<file path="src/rtl/hz_pkg.sv">
package hz_pkg;

  typedef enum logic [2:0] {
    CLS_RR    = 3'd0,
    CLS_IMM   = 3'd1,
    CLS_STORE = 3'd2,
    CLS_BRZ   = 3'd3,
    CLS_JREG  = 3'd4
  } iclass_e;

  typedef enum logic [1:0] {
    POL_FREEZE = 2'd0,
    POL_TAKEN  = 2'd1,
    POL_NTAKEN = 2'd2,
    POL_DELAY  = 2'd3
  } brpol_e;

  function automatic logic is_branch(input logic [2:0] cls);
    return (cls == CLS_BRZ) || (cls == CLS_JREG);
  endfunction

  function automatic logic policy_bubbles(input logic [1:0] pol);
    return (pol == POL_FREEZE) || (pol == POL_TAKEN);
  endfunction

endpackage

</file>
<file path="src/rtl/hz_detect.sv">
module hz_detect
  import hz_pkg::*;
#(
  parameter int NREG  = 32,
  parameter int IDX_W = 5,
  parameter bit ZERO_REG_FIXED = 1'b1
) (
  input  logic             valid,
  input  logic [2:0]       cls,
  input  logic [IDX_W-1:0] rs,
  input  logic [IDX_W-1:0] rt,
  input  logic [NREG-1:0]  pend,
  input  logic             fwd_en,
  output logic             hazard
);

  logic [NREG-1:0] pend_eff;
  logic            rs_busy, rt_busy;

  generate
    if (ZERO_REG_FIXED) begin : g_zero_masked
      always_comb begin
        pend_eff    = pend;
        pend_eff[0] = 1'b0;
      end
    end else begin : g_zero_live
      assign pend_eff = pend;
    end
  endgenerate

  assign rs_busy = pend_eff[rs];
  assign rt_busy = pend_eff[rt];

  always_comb begin
    hazard = 1'b0;
    if (valid) begin
      unique case (cls)
        CLS_RR:    hazard = !fwd_en && (rs_busy || rt_busy);
        CLS_IMM:   hazard = !fwd_en && rs_busy;
        CLS_STORE: hazard = !fwd_en && (rs_busy || rt_busy);
        CLS_BRZ,
        CLS_JREG:  hazard = rs_busy;
        default:   hazard = 1'b0;
      endcase
    end
  end

endmodule

</file>
<file path="src/rtl/hz_branch_seq.sv">
module hz_branch_seq
  import hz_pkg::*;
(
  input  logic       clk,
  input  logic       rst_n,
  input  logic       valid,
  input  logic [2:0] cls,
  input  logic [1:0] policy,
  input  logic       stall,
  output logic       bubble,
  output logic       bub_in_id
);

  logic want_bub;
  logic defer_q;
  logic bub_any;

  assign want_bub = valid && is_branch(cls) && policy_bubbles(policy);
  assign bub_any  = want_bub || defer_q;
  assign bubble   = bub_any && !stall;

  always_ff @(posedge clk or negedge rst_n) begin
    if (!rst_n) begin
      defer_q   <= 1'b0;
      bub_in_id <= 1'b0;
    end else begin
      defer_q   <= bub_any && stall;
      bub_in_id <= bubble;
    end
  end

endmodule

</file>
<file path="src/rtl/hz_mark.sv">
module hz_mark
  import hz_pkg::*;
#(
  parameter int IDX_W = 5
) (
  input  logic             valid,
  input  logic [2:0]       cls,
  input  logic [IDX_W-1:0] rd,
  input  logic [IDX_W-1:0] rt,
  input  logic             stall,
  output logic             mark_en,
  output logic [IDX_W-1:0] mark_idx
);

  logic writes;

  always_comb begin
    writes   = 1'b0;
    mark_idx = '0;
    unique case (cls)
      CLS_RR:  begin writes = 1'b1; mark_idx = rd; end
      CLS_IMM: begin writes = 1'b1; mark_idx = rt; end
      default: begin writes = 1'b0; mark_idx = '0; end
    endcase
  end

  assign mark_en = valid && writes && !stall && (mark_idx != '0);

endmodule

</file>
<file path="src/rtl/pipe_hazard_ctl.sv">
module pipe_hazard_ctl
  import hz_pkg::*;
#(
  parameter  int NREG  = 32,
  localparam int IDX_W = $clog2(NREG)
) (
  input  logic             clk,
  input  logic             rst_n,
  input  logic             id_valid,
  input  logic [2:0]       id_cls,
  input  logic [IDX_W-1:0] id_rs,
  input  logic [IDX_W-1:0] id_rt,
  input  logic [IDX_W-1:0] id_rd,
  input  logic [NREG-1:0]  reg_pend,
  input  logic             fwd_en,
  input  logic [1:0]       br_policy,
  output logic             stall,
  output logic             bubble,
  output logic             fetch_en,
  output logic             pc_inc,
  output logic             idex_clr,
  output logic             mark_en,
  output logic [IDX_W-1:0] mark_idx
);

  logic bub_in_id;
  logic live;

  // a bubble sitting in decode masks whatever the decode fields say
  assign live = id_valid && !bub_in_id;

  hz_detect #(.NREG(NREG), .IDX_W(IDX_W), .ZERO_REG_FIXED(1'b1)) u_detect (
    .valid  (live),
    .cls    (id_cls),
    .rs     (id_rs),
    .rt     (id_rt),
    .pend   (reg_pend),
    .fwd_en (fwd_en),
    .hazard (stall)
  );

  hz_branch_seq u_branch (
    .clk       (clk),
    .rst_n     (rst_n),
    .valid     (live),
    .cls       (id_cls),
    .policy    (br_policy),
    .stall     (stall),
    .bubble    (bubble),
    .bub_in_id (bub_in_id)
  );

  hz_mark #(.IDX_W(IDX_W)) u_mark (
    .valid    (live),
    .cls      (id_cls),
    .rd       (id_rd),
    .rt       (id_rt),
    .stall    (stall),
    .mark_en  (mark_en),
    .mark_idx (mark_idx)
  );

  assign fetch_en = !stall && !bubble;
  assign pc_inc   = fetch_en;
  assign idex_clr = stall || bub_in_id;

endmodule

</file>
<file path="config.mk">
export PLATFORM = sky130hd
export DESIGN_NAME = pipe_hazard_ctl
export DESIGN_NICKNAME = d
export VERILOG_FILES = /design/src/rtl/hz_pkg.sv /design/src/rtl/hz_detect.sv /design/src/rtl/hz_branch_seq.sv /design/src/rtl/hz_mark.sv /design/src/rtl/pipe_hazard_ctl.sv
export SDC_FILE = /design/constraint.sdc
export NUM_CORES = 1
export LEC_CHECK = 0
export BUFFER_PORTS_ARGS = -buffer_cell sky130_fd_sc_hd__buf_2
export CORE_ASPECT_RATIO = 0.9
export CORE_MARGIN = 5
export CORE_UTILIZATION = 43
export DETAILED_ROUTE_END_ITERATION = 7
export PLACE_DENSITY = 0.88
export SLEW_MARGIN = 25
export SYNTH_ARGS = -nofsm -noshare
export SYNTH_HDL_FRONTEND = slang
export SYNTH_HIERARCHICAL = 1
export SYNTH_SLANG_ARGS = --single-unit
</file>
<file path="constraint.sdc">
create_clock -name clk -period 8.81 [get_ports clk]
set_input_delay 2.2025 -clock clk [delete_from_list [all_inputs] [get_ports clk]]
set_output_delay 2.2025 -clock clk [all_outputs]
set_load 0.005 [all_outputs]
</file>
==> run summary, run 1 <==
## STA
* 0.731 — Tcrit/Tclk final
* 0 — final-report setup violation count
* 0.700 — Slew headroom
* 155 MHz — maximum clock frequency
* 0 ns — setup_tns
* 0.000442 ns — largest clock skew in the final design
* no — setup repair after global routing missed its margin
* 0.438 ns — actual slew at the worst max-slew pin
* 0 — final slew viol count
* 6.44 ns — final worst path period need
* 0 — Hold Vio Cnt, Final

## Final layout
* sky130_fd_sc_hd__buf_2 (64), sky130_fd_sc_hd__mux2i_1 (13), sky130_fd_sc_hd__mux4_2 (11) — commonest cells after routing, fill and taps aside
* 206 — final net count
* 36.1% — post-synthesis to final-layout area growth
* 0.609 — utilization after layout
* sky130_fd_sc_hd__buf_2 — most frequent standard cell in the layout excluding fill and tap cells
* 0 — number of antenna cells inserted
* 0.561 — fraction of final layout cells with drive strength greater than 1
* 196 — fill cell total of the finished layout

## Critical path
* 6.61 ns — critical path data required time
* 10 — biggest fanout along the worst timing path
* primary output — capturing element type of the critical path
* in2out — critical path type
* primary input — launching element type of the critical path
* 4.24 ns — Data arrival, critical path

## Drt
* 982 — vias after detailed routing
* 0 — antenna-violating nets left
* 2690 um — Final Routed Wirelength
* 15.5 um — Routed WL per cell
* 34 — violation count after the first detailed-routing iteration
* 0 — post-detailed-route DRC marker count
* 4 — TritonRoute pass-1 iters
* 5.68 — routed via count divided by cell count

## Floorplanning
* 15 — Row Count
* 1910 um2 — core outline area
* 52.4 um — die height
* 2990 um2 — overall die area
* 57.1 um — Die Wd
* 0.448 — starting density of the core
* 67 — I/O Pins

## Global routing
* 4450 um — wire length of the first global-routing pass
* 0.190 — overall global routing resource usage
* 11 — pin count of the biggest net entering global routing
* 1110 — via count of the first global-routing pass
* 0 — initial antenna violation count
* 0 — remaining global-route overflow

## Yosys
* 2 — register bit count reported by yosys
* 9.52 um2 — average size of a mapped cell
* 0.0584 — post-synthesis sequential area ratio
* 857 um2 — cell area after synthesis
* 90 — Syn Inst Count
* 6 — warning count from the yosys run
* 0.289 — share of the synthesized area in the top cell type
* sky130_fd_sc_hd__mux4_2 — Yosys top cell by area
* sky130_fd_sc_hd__mux4_2 (29%), sky130_fd_sc_hd__mux2i_1 (15%), sky130_fd_sc_hd__dfrtp_1 (5.8%) — largest cells by area after synthesis
* 146 — total nets after synthesis
* 31 — Distinct cells, synth

## Clock tree
* 2 — CTS sink cnt
* sky130_fd_sc_hd__clkbuf_4 — Clk Tree Root Cell
* 0.22 ns — worst-skew pair later-pin latency
* 1 — number of levels the H-tree was split into
* 0.03 ns — clock transition at the registers of the reported paths
* 0 — Post-CTS Hold Fix Bufs
* 2 — worst-case clock buffer depth
* 3 — total CTS buffers
* done — clock tree from TritonCTS
* 0 — count of instances resized after the clock tree is built
* 0 — setup bufs post-CTS

## Power
* 0.0000475 V — peak supply drop
* 0.567 nW — static power due to leakage
* 68.1 nW/um2 — power density relative to cell area

## Place
* 2290 um — Detail Placement HPWL
* 0.813 — final weighted congestion of routability-driven global placement
* 64 — Port-buffer cells

## Run
* 0 — max-cap viol count

## Status
* finished clean — result of the run

## Worst hold path
* reg2reg — kind of path behind the tightest hold check

## where the power goes
group          total, mW  internal (mW)  switching, mW
combinational     0.0509         0.0284         0.0225
clock             0.0189         0.0149        0.00402
sequential       0.00956        0.00948      0.0000761
total             0.0794         0.0528         0.0266
## synth_stat cells
cell,count
sky130_fd_sc_hd__mux2i_1,13
sky130_fd_sc_hd__mux4_2,11
sky130_fd_sc_hd__nor2_1,10
sky130_fd_sc_hd__a21oi_1,7
sky130_fd_sc_hd__buf_2,4
sky130_fd_sc_hd__nand3b_1,4
sky130_fd_sc_hd__buf_6,3
sky130_fd_sc_hd__nand2_1,3
sky130_fd_sc_hd__nand3_1,3
sky130_fd_sc_hd__nor3b_1,3
sky130_fd_sc_hd__a22oi_1,2
sky130_fd_sc_hd__dfrtp_1,2
sky130_fd_sc_hd__inv_1,2
sky130_fd_sc_hd__mux2_2,2
sky130_fd_sc_hd__nor2b_1,2
sky130_fd_sc_hd__o21ai_1,2
sky130_fd_sc_hd__o31a_1,2
sky130_fd_sc_hd__or2_1,2
sky130_fd_sc_hd__a2111oi_0,1
sky130_fd_sc_hd__a21boi_1,1
sky130_fd_sc_hd__and2b_2,1
sky130_fd_sc_hd__and3b_1,1
sky130_fd_sc_hd__buf_1,1
sky130_fd_sc_hd__buf_4,1
sky130_fd_sc_hd__mux4_1,1
sky130_fd_sc_hd__nand4_1,1
sky130_fd_sc_hd__nor3b_2,1
sky130_fd_sc_hd__o2111a_1,1
sky130_fd_sc_hd__o21ai_0,1
sky130_fd_sc_hd__o311a_1,1
sky130_fd_sc_hd__or4b_2,1
## metal layers
metal | vias to the layer above | global-route usage | share of wire
met3 | 4 | 0.0172 | 0.057
li1 | 472 | - | -
met5 | - | 0 | 0
met1 | 469 | 0.199 | 0.36
met4 | 0 | 0.0888 | 0.016
met2 | 37 | 0.380 | 0.56
## per-stage QoR
stage	area, um2	setup WS [ns]	power [mW]	hold WS [ns]	std cells
after floorplan	857	2.65	0.0411	0.481	90
after global placement	1140	2.44	0.0582	0.501	170
after detailed placement	1140	2.41	0.0601	0.539	170
after CTS	1170	2.40	0.0802	0.543	173
after global routing	1170	2.17	0.0860	0.563	173
final	1170	2.37	0.0794	0.542	173
## logic make-up after synthesis
kind of cell           share of synthesized area
buffers and inverters                     0.0847
muxes                                      0.498
DFF                                       0.0584
and+or+nand+nor                            0.219
AOI/OAI and AO/OA                          0.140
## registers in the layout, indices dropped and copies added, names as in the netlist
| name | count |
|---|---|
| u_branch/bub_in_id | 1 |
| u_branch/defer_q | 1 |
## path summary, 6_finish.rpt
check | slack [ns] | end | cells past startpoint | startpoint
max in group asynchronous | 6.94 | u_branch/defer_q | 1 | rst_n
min in group asynchronous | 1.77 | u_branch/bub_in_id | 1 | rst_n
hold / removal | 0.54 | u_branch/defer_q | 2 | u_branch/defer_q
setup / recovery | 2.37 | pc_inc | 8 | id_cls[0]
hold reg to reg | 0.54 | u_branch/defer_q | 2 | u_branch/defer_q
setup reg to reg | 6.54 | u_branch/defer_q | 6 | u_branch/bub_in_id
## critical path, cell delays in order
cell	delay, ns
sky130_fd_sc_hd__buf_2	0.18
sky130_fd_sc_hd__or4b_2	0.67
sky130_fd_sc_hd__a2111oi_0	0.38
sky130_fd_sc_hd__a22oi_1	0.16
sky130_fd_sc_hd__o21ai_1	0.24
sky130_fd_sc_hd__a21oi_1	0.13
sky130_fd_sc_hd__nor2_1	0.15
sky130_fd_sc_hd__buf_2	0.14
## cell type report
class                           instances  area, um2  area share
Multi-Input combinational cell         77        734       0.630
Timing Repair Buffer                   64        320       0.275
Sequential cell                         2       50.0      0.0429
Tap cell                               25       31.3      0.0268
Clock buffer                            3       22.5      0.0193
Inverter                                2       7.51     0.00644
(Power assumes the default switching activity.)
==> run 2, diff against run 1 <==
Settings changed: ABC_AREA from default to 1, CORE_UTILIZATION 43 to 39, PLACE_DENSITY 0.88 to 0.79.
Clock period 8.81 ns to 5.8 ns, I/O delays scaled along.
==> run 2 against run 1 <==
Via count increased by 50%. Die area rose by 32%. Critical endpoint is now fetch_en. Largest power group unchanged. Flip-flop and latch count unchanged. Largest cell class unchanged. Highest routed layer is now met3. Clock power is 51% higher.
==> run summary, run 2 <==
## Global routing
* 5190 um — wire length of the first global-routing pass, was 4450 um
* met2 — layer with the highest usage, unchanged
* 0.0226 — routing usage on met3, was 0.0172
* 1242 — via count of the first global-routing pass, was 1110
* 0.263 — GR met2 Demand/Resource, was 0.380
* 20 — pin count of the biggest net entering global routing, was 11
* 0.225 — met1 routing resource usage after global routing, was 0.199
* 0 — remaining global-route overflow, unchanged
* 0.158 — overall global routing resource usage, was 0.190
* 0 — initial antenna violation count, unchanged

## Yosys
* 6 — warning count from the yosys run, unchanged
* 4.96 um2 — average size of a mapped cell, was 9.52 um2
* sky130_fd_sc_hd__nand2_1 (28%), sky130_fd_sc_hd__nand3_1 (25%), sky130_fd_sc_hd__inv_1 (12%) — largest cells by area after synthesis, was sky130_fd_sc_hd__mux4_2 (29%), sky130_fd_sc_hd__mux2i_1 (15%), sky130_fd_sc_hd__dfrtp_1 (5.8%)
* sky130_fd_sc_hd__nand2_1 — count leader, synth, was sky130_fd_sc_hd__mux2i_1
* 0.0482 — post-synthesis compound-gate area fraction, was 0.140
* 23 — Distinct cells, synth, was 31
* 0 — synthesized-area fraction occupied by adder cells, unchanged
* 276 — total nets after synthesis, was 146
* simple AND/OR/NAND/NOR gates — main combinational cell family by area after synthesis, was multiplexers
* 0 — number of synthesized flops with an enable pin, unchanged
* sky130_fd_sc_hd__dfrtp_1 — primary flip-flop cell chosen by synthesis mapping, unchanged
* 0.674 — area fraction in and, or, nand and nor cells after synthesis, was 0.219
* 220 — Syn Inst Count, was 90
* 2 — register bit count reported by yosys, unchanged
* 0 — xor/xnor cell area share of the yosys netlist, unchanged
* 0 — multiplexer fraction of the synthesized cell area, was 0.498
* 1090 um2 — cell area after synthesis, was 857 um2
* sky130_fd_sc_hd__nand2_1 (82), sky130_fd_sc_hd__nand3_1 (55), sky130_fd_sc_hd__inv_1 (34) — commonest cells in the netlist, was sky130_fd_sc_hd__mux2i_1 (13), sky130_fd_sc_hd__mux4_2 (11), sky130_fd_sc_hd__nor2_1 (10)
* 0.282 — share of the synthesized area in the top cell type, was 0.289
* 1.00 — FFs w/ async S/R, synth, unchanged
* sky130_fd_sc_hd__nand2_1 — Yosys top cell by area, was sky130_fd_sc_hd__mux4_2
* 0.0459 — post-synthesis sequential area ratio, was 0.0584

## Floorplanning
* 2730 um2 — core outline area, was 1910 um2
* 3960 um2 — overall die area, was 2990 um2
* 18 — Row Count, was 15
* 0.400 — starting density of the core, was 0.448
* 60.2 um — die height, was 52.4 um
* 67 — I/O Pins, unchanged
* 65.8 um — Die Wd, was 57.1 um

## Status
* finished clean — result of the run, unchanged

## STA
* 0 — final slew viol count, unchanged
* 0.773 — Tcrit/Tclk final
* 0 — Hold Vio Cnt, Final, unchanged
* 4.48 ns — final worst path period need
* 1.32 ns — final setup slack of the worst path, was 2.37 ns
* no — setup repair after global routing missed its margin, unchanged
* 223 MHz — maximum clock frequency
* 0.00287 ns — largest clock skew in the final design, was 0.000442 ns
* 0.754 — Slew headroom, was 0.700
* 0 ns — setup_tns, unchanged
* 0 — final-report setup violation count, unchanged
* 0.369 ns — actual slew at the worst max-slew pin, was 0.438 ns

## Place
* 314 — number of placed instances with taps included, was 170
* 64 — Port-buffer cells, unchanged
* 1.33 ns — worst slack at placement, was 2.41 ns
* 0.819 — final weighted congestion of routability-driven global placement, was 0.813
* 1360 um2 — dpl cell area, was 1140 um2
* 2710 um — Detail Placement HPWL, was 2290 um

## Drt
* 4 — TritonRoute pass-1 iters, unchanged
* 4.65 — routed via count divided by cell count, was 5.68
* 120 — violation count after the first detailed-routing iteration, was 34
* 3320 um — Final Routed Wirelength, was 2690 um
* 0 — post-detailed-route DRC marker count, unchanged
* 10.5 um — Routed WL per cell, was 15.5 um
* 1473 — vias after detailed routing, was 982
* 0 — antenna-violating nets left, unchanged

## Power
* 96.8 nW/um2 — power density relative to cell area, was 68.1 nW/um2
* 134 uW — Final Power, was 79.4 uW
* 0.213 — Clock power frac, was 0.238
* 0.000161 V — peak supply drop, was 0.0000475 V
* 0.676 — Logic pwr share, was 0.641
* 0.870 nW — static power due to leakage, was 0.567 nW
* 0.440 — switching part of the total power, was 0.335
* 0.110 — part of the power in registers, was 0.120
* 58.8 uW — switching power summed over all nets, was 26.6 uW
* 74.8 uW — design internal power, was 52.8 uW

## Clock tree
* 0 — setup bufs post-CTS, unchanged
* 0.21 ns — worst-skew pair later-pin latency, was 0.22 ns
* sky130_fd_sc_hd__clkbuf_4 — Clk Tree Root Cell, unchanged
* done — clock tree from TritonCTS, unchanged
* 2 — worst-case clock buffer depth, unchanged
* 1 — number of levels the H-tree was split into, unchanged
* 2 — CTS sink cnt, unchanged
* 3 — total CTS buffers, unchanged
* 0.03 ns — clock transition at the registers of the reported paths, about the same
* 0 — count of instances resized after the clock tree is built, unchanged
* 0 — Post-CTS Hold Fix Bufs, unchanged

## Run
* 0 — max-cap viol count, unchanged

## Worst hold path
* reg2reg — kind of path behind the tightest hold check, unchanged
* 2 — count of cells along the worst hold path, unchanged

## Critical path
* in2out — critical path type, unchanged
* primary input — launching element type of the critical path, unchanged
* primary output — capturing element type of the critical path, unchanged
* 4.35 ns — critical path data required time, was 6.61 ns
* 4 — worst r2r path cells, was 6
* 19 — biggest fanout along the worst timing path, was 10
* 3.03 ns — Data arrival, critical path, was 4.24 ns

## Final layout
* sky130_fd_sc_hd__nand2_1 — most frequent standard cell in the layout excluding fill and tap cells, was sky130_fd_sc_hd__buf_2
* sky130_fd_sc_hd__nand2_1 (82), sky130_fd_sc_hd__buf_2 (64), sky130_fd_sc_hd__nand3_1 (55) — commonest cells after routing, fill and taps aside, was sky130_fd_sc_hd__buf_2 (64), sky130_fd_sc_hd__mux2i_1 (13), sky130_fd_sc_hd__mux4_2 (11)
* 1380 um2 — Non-Filler Cell Area, Final, was 1170 um2
* 0 — number of antenna cells inserted, unchanged
* 317 — final cell count without fillers, was 173
* 0.314 — fraction of final layout cells with drive strength greater than 1, was 0.561
* 335 — final net count, was 206
* u_branch/bub_in_id (1), u_branch/defer_q (1) — registers with the highest flip-flop counts, unchanged
* 26.6% — post-synthesis to final-layout area growth, was 36.1%

[run 2: path summary, 6_finish.rpt]
path	from	slack, ns	end
worst min-delay path	u_branch/defer_q	0.52	u_branch/defer_q
worst max-delay path	id_rs[0]	1.32	fetch_en
worst max register to register	u_branch/bub_in_id	4.60	u_branch/bub_in_id
max in group asynchronous	rst_n	4.69	u_branch/bub_in_id
min in group asynchronous	rst_n	1.01	u_branch/defer_q
worst min register to register	u_branch/defer_q	0.52	u_branch/defer_q
[run 2: worst max-delay path, stage by stage]
cell                       delay, ns
sky130_fd_sc_hd__buf_2          0.22
sky130_fd_sc_hd__inv_4          0.17
sky130_fd_sc_hd__nand2_1        0.06
sky130_fd_sc_hd__nand2_1        0.07
sky130_fd_sc_hd__nand2_1        0.06
sky130_fd_sc_hd__nand3_1        0.11
sky130_fd_sc_hd__nand3_1        0.07
sky130_fd_sc_hd__nand3b_1       0.08
sky130_fd_sc_hd__nand2_1        0.09
sky130_fd_sc_hd__a21oi_2        0.29
sky130_fd_sc_hd__a21oi_1        0.11
sky130_fd_sc_hd__nor2_1         0.12
sky130_fd_sc_hd__buf_2          0.13
[run 2: cell families (layout without fill, tap and decap cells)]
group / count (synthesis) / after routing
AND/OR/NAND/NOR: 161 / 161
buffers and inverters: 48 / 105
AO/OA/AOI/OAI: 9 / 9
flip-flops: 2 / 2
[run 2: power by group through the flow]
stage	sequential [mW]	combinational (mW)	clock [mW]
2_1_floorplan	0.0149	0.0590	0
3_3_place_gp	0.0149	0.0886	0
3_5_place_dp	0.0149	0.0894	0
4_1_cts	0.0148	0.0900	0.0295
5_1_grt	0.0148	0.102	0.0323
6_report	0.0147	0.0904	0.0285
[run 2: per-layer routing]
layer,wire length (um),part of all wire
met1,1510,0.45
met2,1480,0.44
met3,338,0.10
met4,0,0
met5,0,0
[run 2: per-stage QoR]
step                       util  hold slack [ns]
final                     0.507            0.516
after detailed placement  0.499            0.514
after global placement    0.499            0.503
after global routing      0.507            0.539
after CTS                 0.507            0.525
after floorplan               -            0.491
[run 2: area by class of cell]
class,count,area (um2)
clock buffers,3,22.5
well taps,40,50.0
repair buffers,64,320
flip-flops and latches,2,50.0
multi-input cells,170,788
fillers,306,1340
inverters,38,150
